## config.mk

```make
export PLATFORM = sky130hd
export DESIGN_NAME = tcnt_top
export DESIGN_NICKNAME = d
export VERILOG_FILES = /design/src/rtl/tcnt_pkg.sv /design/src/rtl/tcnt_bytes.sv /design/src/rtl/tcnt_len.sv /design/src/rtl/tcnt_down.sv /design/src/rtl/tcnt_top.sv
export SDC_FILE = /design/constraint.sdc
export NUM_CORES = 1
export LEC_CHECK = 0
export CAP_MARGIN = 20
export CORE_ASPECT_RATIO = 0.9
export CORE_MARGIN = 5
export CORE_UTILIZATION = 52
export CTS_BUF_LIST = sky130_fd_sc_hd__clkbuf_8
export DETAILED_ROUTE_END_ITERATION = 7
export GPL_ROUTABILITY_DRIVEN = 0
export PLACE_DENSITY = 0.82
export SYNTH_ARGS = -nofsm -noshare
export SYNTH_HDL_FRONTEND = slang
export SYNTH_SLANG_ARGS = --single-unit
```

## constraint.sdc

```tcl
create_clock -name clk -period 6 [get_ports clk]
set_clock_uncertainty 0.05 [all_clocks]
set_input_delay 1.8 -clock clk [delete_from_list [all_inputs] [get_ports clk]]
set_output_delay 1.8 -clock clk [all_outputs]
set_load 0.01 [all_outputs]
```

## src/rtl/tcnt_pkg.sv

```systemverilog
package tcnt_pkg;
  typedef enum logic [1:0] {
    LANE_LO  = 2'd0,
    LANE_MID = 2'd1,
    LANE_HI  = 2'd2,
    LANE_NONE = 2'd3
  } lane_e;

  function automatic logic [31:0] min32(input logic [31:0] a, input logic [31:0] b);
    return (a < b) ? a : b;
  endfunction
endpackage

```

## src/rtl/tcnt_bytes.sv

```systemverilog
module tcnt_bytes #(
  parameter int NBYTES = 3,
  parameter int BW     = 8,
  parameter int SELW   = 2,
  localparam int CW    = NBYTES * BW
) (
  input  logic            clk,
  input  logic            rst,
  input  logic            wr_en,
  input  logic [SELW-1:0] wr_sel,
  input  logic [BW-1:0]   wr_data,
  input  logic            reload,
  input  logic            zero,
  output logic [CW-1:0]   live,
  output logic            hi_written
);
  logic [CW-1:0] shadow;

  for (genvar i = 0; i < NBYTES; i++) begin : g_lane
    always_ff @(posedge clk) begin
      if (rst)
        shadow[i*BW +: BW] <= '0;
      else if (wr_en && wr_sel == SELW'(i))
        shadow[i*BW +: BW] <= wr_data;
    end

    always_ff @(posedge clk) begin
      if (rst || zero)
        live[i*BW +: BW] <= '0;
      else if (reload)
        live[i*BW +: BW] <= shadow[i*BW +: BW];
    end
  end

  always_ff @(posedge clk) begin
    if (rst)
      hi_written <= 1'b0;
    else if (wr_en && wr_sel == SELW'(NBYTES-1))
      hi_written <= 1'b1;
  end
endmodule

```

## src/rtl/tcnt_len.sv

```systemverilog
module tcnt_len #(
  parameter int CW       = 24,
  parameter int ZERO_LEN = 65536
) (
  input  logic [CW-1:0] count,
  input  logic [CW-1:0] avail,
  output logic [CW-1:0] eff
);
  import tcnt_pkg::*;
  logic [CW-1:0] adj;

  always_comb begin
    adj = (count == '0) ? CW'(ZERO_LEN) : count;
    eff = CW'(min32(32'(adj), 32'(avail)));
  end
endmodule

```

## src/rtl/tcnt_down.sv

```systemverilog
module tcnt_down #(
  parameter int CW = 24
) (
  input  logic          clk,
  input  logic          rst,
  input  logic          go,
  input  logic [CW-1:0] eff,
  input  logic          beat,
  input  logic          wr_hit,
  output logic          done,
  output logic [CW-1:0] xfer_len,
  output logic [CW-1:0] xfer_left,
  output logic          tc
);
  always_comb begin
    if (go)
      done = (eff == '0);
    else
      done = beat && (xfer_left == CW'(1));
  end

  always_ff @(posedge clk) begin
    if (rst) begin
      xfer_len  <= '0;
      xfer_left <= '0;
    end else if (go) begin
      xfer_len  <= eff;
      xfer_left <= eff;
    end else if (beat && xfer_left != '0) begin
      xfer_left <= xfer_left - CW'(1);
    end
  end

  always_ff @(posedge clk) begin
    if (rst)
      tc <= 1'b0;
    else if (done)
      tc <= 1'b1;
    else if (go || wr_hit)
      tc <= 1'b0;
  end
endmodule

```

## src/rtl/tcnt_top.sv

```systemverilog
module tcnt_top #(
  parameter int NBYTES   = 3,
  parameter int BW       = 8,
  parameter int ZERO_LEN = 65536,
  parameter logic [7:0] CHIP_ID = 8'h12,
  localparam int SELW    = $clog2(NBYTES + 1),
  localparam int CW      = NBYTES * BW
) (
  input  logic            clk,
  input  logic            rst,
  input  logic            wr_en,
  input  logic [SELW-1:0] wr_sel,
  input  logic [BW-1:0]   wr_data,
  input  logic            cmd_valid,
  input  logic            cmd_dma,
  input  logic [SELW-1:0] rd_sel,
  output logic [BW-1:0]   rd_data,
  input  logic            start,
  input  logic [CW-1:0]   avail,
  input  logic            beat,
  output logic            dma_mode,
  output logic [CW-1:0]   xfer_len,
  output logic [CW-1:0]   xfer_left,
  output logic            tc
);
  logic [CW-1:0] live;
  logic [CW-1:0] eff;
  logic          hi_written;
  logic          done;
  logic          go;
  logic          wr_hit;
  logic          reload;
  logic [BW-1:0] rd_next;

  assign go     = start && dma_mode;
  assign wr_hit = wr_en && (int'(wr_sel) < NBYTES);
  assign reload = cmd_valid && cmd_dma;

  tcnt_bytes #(.NBYTES(NBYTES), .BW(BW), .SELW(SELW)) u_bytes (
    .clk(clk), .rst(rst), .wr_en(wr_en), .wr_sel(wr_sel), .wr_data(wr_data),
    .reload(reload), .zero(done), .live(live), .hi_written(hi_written)
  );

  tcnt_len #(.CW(CW), .ZERO_LEN(ZERO_LEN)) u_len (
    .count(live), .avail(avail), .eff(eff)
  );

  tcnt_down #(.CW(CW)) u_down (
    .clk(clk), .rst(rst), .go(go), .eff(eff), .beat(beat), .wr_hit(wr_hit),
    .done(done), .xfer_len(xfer_len), .xfer_left(xfer_left), .tc(tc)
  );

  always_ff @(posedge clk) begin
    if (rst)
      dma_mode <= 1'b0;
    else if (cmd_valid)
      dma_mode <= cmd_dma;
  end

  always_comb begin
    rd_next = '0;
    for (int i = 0; i < NBYTES; i++)
      if (int'(rd_sel) == i)
        rd_next = live[i*BW +: BW];
    if (int'(rd_sel) == NBYTES - 1 && !hi_written)
      rd_next = BW'(CHIP_ID);
  end

  always_ff @(posedge clk) begin
    if (rst)
      rd_data <= '0;
    else
      rd_data <= rd_next;
  end
endmodule

```

==> reports/qor.yml <==
status: "finished clean"
routedWlPerCell_um: 20.5
final_cell_mix: "dfxtp_1, clkdlybuf4s50_1, nor4_1"
antenna_found_initial: 0
ctsHoldBuffers: 0
die-area_um2: 13200
yosys-mux-area-fraction_pct: 9.44
final_area_um2: 6920
die_w_um: 121
via_count: 5376
cts_tree: "done"
synth_fa_ha_area_share_pct: 5.47
hold_end: "u_down.xfer_len[7]"
period_minus_slack_ns: 4.75
grt_overflow: 0
coreArea_um2: 10800
post-synth-top-area-cell: "dfxtp_1"
end_kind: "register"
post-route-drc-count: 0
yosysSeqAreaShare_pct: 37.4
postRouteAntennaNets: 0
reg2reg_to: "u_down.xfer_len[21]"
finalSetupViolations: 0
synth_top_area_share_pct: 37.4
path_class: "in2reg"
wl_met1_mm: 6.85
synth_edf_count: 0
final_common_cell: "dfxtp_1"
yosys.area_share.simple_pct: 26.6
route.met2.wl_mm: 8.29
cts_num_sinks: 107
cap_violations: 0
r2r-start: "u_bytes.live[1]"
ctsResizeCount: 0
slew_violations: 0
critPathLaunchType: "input pin"
initial_core_util_pct: 52.9
num_rows: 36
synth_top_family_by_area: "simple AND/OR/NAND/NOR gates"
top_layer_used: "met4"
timing.slew.headroom_pct: 28.2
firstDrtPassIters: 5
irDropWorstVdd_uv: 149
cp_max_fo: 24
multi_input_comb_area_um2: 3210
synth_cells: 648
synth_nets: 716
cts.path.max_buffers: 2
async_reset_ff_share_pct: 0
grt_pass1_wl_mm: 26.8
pin_count: 101
synthFlopType: "dfxtp_1"
rsz0062_at_grt: "false"
crit_start: "avail[19]"
power.total_mw: 1.87
syn2layout_area_growth_pct: 20.9
period_share_pct: 79.1
crit_arrival_ns: 4.93
wirelength_mm: 17.2
grt_use_total_pct: 25.5
grt_max_degree: 58
power_density_nw_per_um2: 270
max_freq_mhz: 211
synth_compound_area_share_pct: 11.7
rr_worst_depth: 8
cp_data_required_time_ns: 6.19
hold_depth: 2
synth.distinct_cells: 55
r2r_slack_ns: 2.54
syn_area_um2: 5720
die_h_um: 110
hp-start: "u_down.xfer_len[7]"
cts_setup_buffers: 0
clk_pin_slew_ns: 0.12
regArea_um2: 2140
place_area_um2: 6710
cts_root_buf: "clkbuf_8"
clkLatencyLatePin_ns: 0.39
final.fill_count: 888
port_buffers: 100
drt_iter0_drc: 611
dp_hpwl_mm: 12.6
hold_violations: 0
p_leak_nw: 2.78
htree_levels: 3
grt_pass1_vias: 5283
drive_above_1_share_pct: 7.93
finalSetupTns_ns: 0
met3_length_mm: 1.55
finalNetCount: 769
ys_warn_count: 0
viasPerCell: 6.41
tightest_slew_ns: 1.08
netlist_top_cells_area: "dfxtp_1, nor4_1, mux2i_1"
postSynthAreaPerCell_um2: 8.83
hold_path.class: "reg2reg"
diodes: 0
ys_seq_elements: 107
synth_xor_area_share_pct: 2.75
numCtsBuffers: 9
## state kept, by name, indices dropped and copies added (netlist names)
register,cells
u_down.tc,1
u_down.xfer_left,24
u_bytes.live,24
rd_data,8
u_down.xfer_len,24
u_bytes.hi_written,1
dma_mode,1
u_bytes.shadow,24
## how the worst max path moves through the flow
stage                     depth (start not counted)                  end  slack [ns]
after floorplan                                  10  u_down.xfer_len[13]        2.12
after global placement                            9  u_down.xfer_len[21]        0.94
after detailed placement                          9  u_down.xfer_len[21]        0.88
after CTS                                         9  u_down.xfer_len[21]        1.30
after global routing                              9  u_down.xfer_len[21]        1.02
final                                             9  u_down.xfer_len[21]        1.25
## layer usage
metal / up-vias / global-route usage (%)
met1: 2560 / 32.1
met2: 271 / 43.6
met4: 0 / 10.0
met5: - / 0
li1: 2500 / -
met3: 45 / 4.94
## cell usage after synthesis, types with 6 or more instances
cell type,count
o21ai_0,6
nor2_1,74
ha_1,25
nor4_1,87
dfxtp_1,107
nand3_1,7
a21o_1,17
nor3_2,8
clkbuf_1,60
a211oi_1,30
mux2i_1,54
a21oi_1,18
inv_1,29
nor3_1,16
nand2_1,12
xnor2_1,13
## metrics by stage
step	worst slack (ns)	instances	util (%)	hold slack, ns
after CTS	1.30	839	64.0	0.459
after global placement	0.939	823	62.1	0.424
final	1.25	839	64.0	0.459
after detailed placement	0.880	823	62.1	0.434
after global routing	1.02	839	64.0	0.470
after floorplan	2.12	648	-	0.410
## cell families (layout without fill, tap and decap cells)
logic type,after synthesis,after routing
AO/OA/AOI/OAI,93,93
XOR/XNOR,18,18
adder cells (fa/ha/maj),25,25
buffers and inverters,98,156
flip-flops,107,107
multiplexers,54,54
AND/OR/NAND/NOR,253,253
## cell type report
| cell class | instances | area share (%) |
|---|---|---|
| clock buffers | 9 | 1.79 |
| clock inverters | 7 | 1.28 |
| inverters | 29 | 1.57 |
| multi-input cells | 443 | 46.4 |
| flip-flops and latches | 107 | 30.9 |
| well taps | 133 | 2.40 |
| repair buffers | 111 | 15.6 |
## worst max-delay path, cell delays in order
cell	delay, ns
clkdlybuf4s50_1	0.54
inv_1	0.07
ha_1	0.30
and3_1	0.22
a221o_1	0.35
nand2_1	0.08
nand3_1	0.67
nor4_1	0.81
nor4_1	0.10
## report_power, final
| group | internal [mW] | switching (mW) | total (mW) |
|---|---|---|---|
| clock | 0.170 | 0.290 | 0.460 |
| combinational | 0.263 | 0.331 | 0.594 |
| sequential | 0.759 | 0.0579 | 0.816 |
| total | 1.19 | 0.679 | 1.87 |
Power figures use the tool's default switching activity.
